`config.mk`:
```
export PLATFORM = sky130hd
export DESIGN_NAME = sdac_front
export DESIGN_NICKNAME = d
export VERILOG_FILES = /design/src/rtl/sdac_pkg.sv /design/src/rtl/sdac_sync.sv /design/src/rtl/sdac_shift.sv /design/src/rtl/sdac_regs.sv /design/src/rtl/sdac_front.sv
export SDC_FILE = /design/constraint.sdc
export NUM_CORES = 1
export LEC_CHECK = 0
export ABC_AREA = 0
export ABC_CLOCK_PERIOD_IN_PS = 6900
export BUFFER_PORTS_ARGS = -buffer_cell sky130_fd_sc_hd__buf_2
export CAP_MARGIN = 20
export CORE_MARGIN = 5
export CORE_UTILIZATION = 35
export CTS_BUF_LIST = sky130_fd_sc_hd__clkbuf_8
export CTS_CLUSTER_DIAMETER = 50
export DETAILED_ROUTE_END_ITERATION = 10
export GPL_TIMING_DRIVEN = 0
export MAX_ROUTING_LAYER = met4
export PLACE_DENSITY_LB_ADDON = 0.08
export SKIP_LAST_GASP = 1
export SYNTH_ARGS = -nofsm -noshare
export SYNTH_HDL_FRONTEND = slang
export SYNTH_HIERARCHICAL = 1
export SYNTH_SLANG_ARGS = --single-unit
export TNS_END_PERCENT = 30
```
`constraint.sdc`:
```
create_clock -name clk -period 6.9 [get_ports clk]
set_clock_uncertainty 0.2 [all_clocks]
set_input_delay 1.725 -clock clk [delete_from_list [all_inputs] [get_ports clk]]
set_output_delay 1.725 -clock clk [all_outputs]
set_load 0.005 [all_outputs]
```
`src/rtl/sdac_pkg.sv`:
```
package sdac_pkg;
  localparam int PAD_W  = 2;
  localparam int MODE_W = 2;
  localparam int CODE_W = 12;

  typedef enum logic [1:0] {
    PM_ON       = 2'b00,
    PM_GND_1K   = 2'b01,
    PM_GND_100K = 2'b10,
    PM_HIZ      = 2'b11
  } pmode_e;
endpackage

```
`src/rtl/sdac_sync.sv`:
```
module sdac_sync #(
  parameter int          W       = 1,
  parameter int          STAGES  = 2,
  parameter logic [W-1:0] RST_VAL = '0
) (
  input  logic         clk,
  input  logic         rst_n,
  input  logic [W-1:0] d,
  output logic [W-1:0] q
);
  logic [W-1:0] stg [STAGES];

  always_ff @(posedge clk or negedge rst_n) begin
    if (!rst_n) stg[0] <= RST_VAL;
    else        stg[0] <= d;
  end

  for (genvar s = 1; s < STAGES; s++) begin : g_stage
    always_ff @(posedge clk or negedge rst_n) begin
      if (!rst_n) stg[s] <= RST_VAL;
      else        stg[s] <= stg[s-1];
    end
  end

  assign q = stg[STAGES-1];
endmodule

```
`src/rtl/sdac_shift.sv`:
```
module sdac_shift #(
  parameter int FRAME_W   = 16,
  parameter int PAYLOAD_W = 14
) (
  input  logic                 clk,
  input  logic                 rst_n,
  input  logic                 sclk_s,
  input  logic                 sync_s,   // high = idle / abort
  input  logic                 din_s,
  output logic                 commit_o,
  output logic [PAYLOAD_W-1:0] word_o
);
  localparam int CNT_W = $clog2(FRAME_W + 1);
  localparam logic [CNT_W-1:0] LAST = CNT_W'(FRAME_W - 1);

  logic                 sclk_d, sync_d;
  logic                 active;
  logic [CNT_W-1:0]     cnt;
  logic [PAYLOAD_W-2:0] shreg;
  logic                 fall_sclk, sync_fall, last_edge;

  assign fall_sclk = sclk_d & ~sclk_s;
  assign sync_fall = sync_d & ~sync_s;
  assign last_edge = active & fall_sclk & ~sync_s & (cnt == LAST);

  always_ff @(posedge clk or negedge rst_n) begin
    if (!rst_n) begin
      sclk_d <= 1'b0;
      sync_d <= 1'b1;
    end else begin
      sclk_d <= sclk_s;
      sync_d <= sync_s;
    end
  end

  always_ff @(posedge clk or negedge rst_n) begin
    if (!rst_n) begin
      active <= 1'b0;
      cnt    <= '0;
      shreg  <= '0;
    end else if (sync_s) begin
      active <= 1'b0;
      cnt    <= '0;
      shreg  <= '0;
    end else if (sync_fall) begin
      active <= 1'b1;
      cnt    <= '0;
      shreg  <= '0;
    end else if (active && fall_sclk) begin
      shreg <= {shreg[PAYLOAD_W-3:0], din_s};
      cnt   <= cnt + 1'b1;
      if (last_edge) active <= 1'b0;
    end
  end

  assign commit_o = last_edge;
  assign word_o   = {shreg, din_s};

  // a frame is armed only after frame-select was seen high
  assert_start_after_high_R6: assert property (@(posedge clk) disable iff (!rst_n)
    $rose(active) |-> $past(sync_d));

  // clock edges outside a frame leave the bit counter alone
  assert_idle_edges_R8: assert property (@(posedge clk) disable iff (!rst_n)
    (fall_sclk && !active && !sync_fall) |=> $stable(cnt));
endmodule

```
`src/rtl/sdac_regs.sv`:
```
module sdac_regs
  import sdac_pkg::*;
#(
  parameter int CODE_W_P = 12,
  parameter int MODE_W_P = 2
) (
  input  logic                         clk,
  input  logic                         rst_n,
  input  logic                         commit_i,
  input  logic [MODE_W_P+CODE_W_P-1:0] word_i,
  output logic [CODE_W_P-1:0]          code_o,
  output logic [MODE_W_P-1:0]          mode_o,
  output logic                         upd_o
);
  logic [CODE_W_P-1:0] code_q;
  logic [MODE_W_P-1:0] mode_q;
  logic                upd_q;
  logic [MODE_W_P-1:0] mode_f;
  logic [CODE_W_P-1:0] code_f;
  logic                pd_req;

  assign mode_f = word_i[CODE_W_P +: MODE_W_P];
  assign code_f = word_i[CODE_W_P-1:0];
  assign pd_req = (mode_f != MODE_W_P'(PM_ON));

  always_ff @(posedge clk or negedge rst_n) begin
    if (!rst_n) begin
      code_q <= '0;
      mode_q <= MODE_W_P'(PM_ON);
      upd_q  <= 1'b0;
    end else begin
      upd_q <= commit_i;
      if (commit_i) begin
        mode_q <= mode_f;
        if (!pd_req) code_q <= code_f;
      end
    end
  end

  assign code_o = code_q;
  assign mode_o = mode_q;
  assign upd_o  = upd_q;

  // outputs move only on a commit from the shift stage
  assert_hold_without_commit_R3: assert property (@(posedge clk) disable iff (!rst_n)
    !commit_i |=> ($stable(code_q) && $stable(mode_q)));

  // a power-down write leaves the code as it was
  assert_pd_keeps_code_R7: assert property (@(posedge clk) disable iff (!rst_n)
    (upd_q && mode_q != MODE_W_P'(PM_ON)) |-> $stable(code_q));

  // the update strobe never lasts two cycles
  assert_strobe_single_R9: assert property (@(posedge clk) disable iff (!rst_n)
    upd_q |=> !upd_q);
endmodule

```
`src/rtl/sdac_front.sv`:
```
module sdac_front
  import sdac_pkg::*;
#(
  parameter int CODE_W_P    = CODE_W,
  parameter int MODE_W_P    = MODE_W,
  parameter int PAD_W_P     = PAD_W,
  parameter int SYNC_STAGES = 2
) (
  input  logic                clk,
  input  logic                rst_n,
  input  logic                sclk_i,
  input  logic                sync_n_i,
  input  logic                din_i,
  output logic [CODE_W_P-1:0] code_o,
  output logic [MODE_W_P-1:0] pmode_o,
  output logic                upd_o
);
  localparam int PAYLOAD_W = MODE_W_P + CODE_W_P;
  localparam int FRAME_W   = PAD_W_P + PAYLOAD_W;

  logic [2:0]           pins_s;
  logic                 commit;
  logic [PAYLOAD_W-1:0] word;

  sdac_sync #(.W(3), .STAGES(SYNC_STAGES), .RST_VAL(3'b010)) u_sync (
    .clk   (clk),
    .rst_n (rst_n),
    .d     ({sclk_i, sync_n_i, din_i}),
    .q     (pins_s)
  );

  sdac_shift #(.FRAME_W(FRAME_W), .PAYLOAD_W(PAYLOAD_W)) u_shift (
    .clk      (clk),
    .rst_n    (rst_n),
    .sclk_s   (pins_s[2]),
    .sync_s   (pins_s[1]),
    .din_s    (pins_s[0]),
    .commit_o (commit),
    .word_o   (word)
  );

  sdac_regs #(.CODE_W_P(CODE_W_P), .MODE_W_P(MODE_W_P)) u_regs (
    .clk      (clk),
    .rst_n    (rst_n),
    .commit_i (commit),
    .word_i   (word),
    .code_o   (code_o),
    .mode_o   (pmode_o),
    .upd_o    (upd_o)
  );
endmodule

```
==> impl_table.tex <==
\begin{tabular}{lr}
\hline
Metric & Value \\
\hline
\multicolumn{2}{l}{\textbf{Run status}} \\
Outcome & complete, no violations \\
\multicolumn{2}{l}{\textbf{Floorplanning}} \\
Floorplan Core Area & 0.00441 mm2 \\
Total Die Area & 0.00609 mm2 \\
Number of placement rows & 24 \\
Horizontal die dimension & 78.1 um \\
Vertical die dimension & 78.1 um \\
Io pins & 20 \\
Starting density of the core & 36.7\% \\
\multicolumn{2}{l}{\textbf{Global route}} \\
Overall routing resource usage & 9.38\% \\
Maximum number of pins on one net before global-route repair & 43 \\
Global-route wire length before repair & 4360 um \\
GR Overflow Total & 0 \\
Initial antenna violation count & 0 \\
Number of global-route vias before repair & 912 \\
\multicolumn{2}{l}{\textbf{Timing}} \\
Slew @ Worst Pin & 890 ps \\
Accumulated negative setup slack & 0 ps \\
Number of hold violations in the final report & 0 \\
Maximum operating frequency & 368 MHz \\
Rel. slew slack & 40.7\% \\
Minimum period implied by the final worst setup slack & 2720 ps \\
Hold slack final & 152 ps \\
Number of pins with negative max-slew slack in the final report & 0 \\
Fin crit share & 39.4\% \\
Setup repair after global routing missed its margin & false \\
Number of failing setup endpoints in the final timing report & 0 \\
\multicolumn{2}{l}{\textbf{Setup path}} \\
Critical path endpoint category & output port \\
Worst Setup Start Kind & flop \\
Required time at the endpoint of the critical path & 4970 ps \\
Series of cell instances along the critical path & buf\_2 \\
Critical R2R Capture & u\_regs/code\_o[1] \\
Type of the setup path with the least slack & reg2out \\
Worst r2r src & u\_shift/cnt[0] \\
Arrival time of the worst setup path & 790 ps \\
Top Family by Delay on Critical Path & flip-flops \\
CP Max Fanout & 2 \\
Depth of the most critical reg-to-reg path & 7 \\
Critical path buffers and inverters & 1 \\
Cell with the largest stage delay on the worst path & dfrtp\_1 \\
Max stage delay on crit path & 380 ps \\
Flop2flop setup slack & 4330 ps \\
\multicolumn{2}{l}{\textbf{Finish}} \\
Post-layout instance count excluding filler cells & 180 \\
Final core utilization & 42.1\% \\
Final layout net count & 135 \\
\# diodes & 0 \\
Multi-input gate area in the final layout & 492 um2 \\
Layout Area Growth over Synthesis & 14.6\% \\
Commonest cells after routing, fill and taps aside & dfrtp\_1, buf\_2, mux2\_2, a22o\_2 \\
Commonest non-fill, non-tap cell in the layout & dfrtp\_1 \\
Fill count & 411 \\
Total area of sequential cells & 0.00105 mm2 \\
Fraction of final layout cells with drive strength greater than 1 & 53.1\% \\
\multicolumn{2}{l}{\textbf{Clock network}} \\
CTS H-tree depth & 2 \\
Hold buffer count at cts & 0 \\
Total clock buffers created by CTS & 5 \\
Count of buffers added by post-CTS timing repair for setup & 0 \\
TritonCTS sink count & 42 \\
Quantity of gates resized following cts & 0 \\
Max clock buf depth & 2 \\
Clock Root Buffer & clkbuf\_8 \\
Clk slew on worst S/H paths & 70 ps \\
TritonCTS clock tree & done \\
Clock insertion delay at the later pin of the skew report & 280 ps \\
\multicolumn{2}{l}{\textbf{Synthesis}} \\
Synth top area share & 60.2\% \\
Mean Syn Cell Area & 15.9 um2 \\
Number of enable-type register cells in the synthesized netlist & 0 \\
Syn nets & 109 \\
Async set or reset register ratio after synthesis & 100\% \\
Top cell type by total area after synthesis & dfrtp\_1 \\
Post-synthesis sequential element count & 42 \\
Main area contributors after synthesis & dfrtp\_1, mux2\_2, a22o\_2 \\
Top flip-flop cell by instance count after synthesis & dfrtp\_1 \\
Summed instance area of the synthesized netlist & 0.00162 mm2 \\
Yosys Warn Count & 6 \\
Number of distinct library cells after synthesis & 25 \\
Sequential cell area fraction in the yosys report & 65.0\% \\
Cells after synthesis & 102 \\
\multicolumn{2}{l}{\textbf{Route}} \\
Count of nets left with antenna violations after detail routing & 0 \\
Count of unresolved DRC violations after routing & 0 \\
Vias after detailed routing & 880 \\
Number of vias per cell & 4.89 \\
Routed WL per cell & 13.7 um \\
Wire length reported by the detailed router & 2460 um \\
Detailed router's first-iteration violation count & 35 \\
Number of detailed-routing iterations run before antenna repair & 2 \\
\multicolumn{2}{l}{\textbf{Hold path}} \\
Startpoint of the lowest-slack hold path & u\_sync/stg[3] \\
Worst min-delay path category & reg2reg \\
Hold Path End & u\_sync/q[0] \\
Hold path depth & 0 \\
\multicolumn{2}{l}{\textbf{Flow run}} \\
Max-cap check violation count & 0 \\
\multicolumn{2}{l}{\textbf{Place}} \\
Port Buf Inserts & 19 \\
Final weighted congestion in routability-driven placement & 0.692 \\
HPWL reported at the end of detailed placement & 1670 um \\
Dpl cells & 173 \\
\multicolumn{2}{l}{\textbf{Power and ir drop}} \\
Peak supply drop & 0.110 mV \\
Power per cell area & 218 mW/mm2 \\
Leakage power summed over all cells & 0.961 nW \\
\hline
\end{tabular}
-- layer usage --
layer	GRT usage, %	vias up	wire (um)
met5	-	-	0
met4	4.05	0	48
li1	-	414	-
met3	4.00	5	154
met2	14.0	18	1170
met1	11.1	443	1090
-- cells in the mapped netlist (2+ instances only) --
library cell / number
a21oi_1: 2
a22o_2: 14
buf_4: 5
buf_6: 3
dfrtp_1: 39
dfstp_2: 3
ha_1: 2
mux2_2: 14
nor2_1: 3
xor2_1: 2
-- flip-flops by register name, indices dropped and copies added (netlist names) --
register        cells
u_shift/shreg      13
u_regs/code_o      12
u_shift/cnt         5
u_sync/q            3
u_sync/stg          3
u_regs/mode_o       2
u_regs/upd_o        1
u_shift/active      1
u_shift/sclk_d      1
u_shift/sync_d      1
-- kinds of logic (layout without fill, tap and decap cells) --
| logic type | Yosys count | count (layout) | synth area share, % |
|---|---|---|---|
| AO/OA/AOI/OAI | 18 | 18 | 10.1 |
| buffers and inverters | 9 | 35 | 4.63 |
| adder cells (fa/ha/maj) | 2 | 2 | 1.54 |
| multiplexers | 14 | 14 | 9.72 |
| flip-flops | 42 | 42 | 65.0 |
| XOR/XNOR | 2 | 2 | 1.08 |
| AND/OR/NAND/NOR | 15 | 15 | 7.87 |
-- cell type report --
class	instances	share of cell area, %
flip-flops and latches	42	56.8
multi-input cells	51	26.5
repair buffers	19	5.12
plain buffers	8	3.84
clock buffers	5	3.70
well taps	52	3.50
clock inverters	2	0.404
inverters	1	0.202
-- worst register-to-register path, cell delays in order, from the launching register on --
cell     delay (ps)
dfrtp_1         390
ha_1            200
and3_1          170
ha_1            170
nor3b_1         470
nor3b_4         340
buf_6           190
mux2_2          340
-- worst max-delay path by stage --
stage,startpoint,to,slack [ps],cells past startpoint
floorplan,u_regs/code_o[0],code_o[0],4620,0
global placement,rst_n,u_regs/code_o[3],4180,1
detailed placement,rst_n,u_regs/code_o[3],4150,1
CTS,u_regs/code_o[3],code_o[3],4170,1
global route,u_shift/cnt[0],u_regs/code_o[4],4070,7
finish,u_regs/code_o[3],code_o[3],4180,1
-- per-stage QoR --
stage	worst slack [ps]	power, W	cell area (um2)
after floorplan	4620	0.000263	1620
after global placement	4180	0.000271	1780
after detailed placement	4150	0.000271	1780
after CTS	4170	0.000415	1860
after global routing	4070	0.000425	1860
final	4180	0.000405	1860
-- where the power goes --
group | internal [W] | switching (W)
clock | 0.0000666 | 0.0000725
sequential | 0.000250 | 0.00000162
combinational | 0.00000520 | 0.00000910
(Power assumes the default switching activity.)
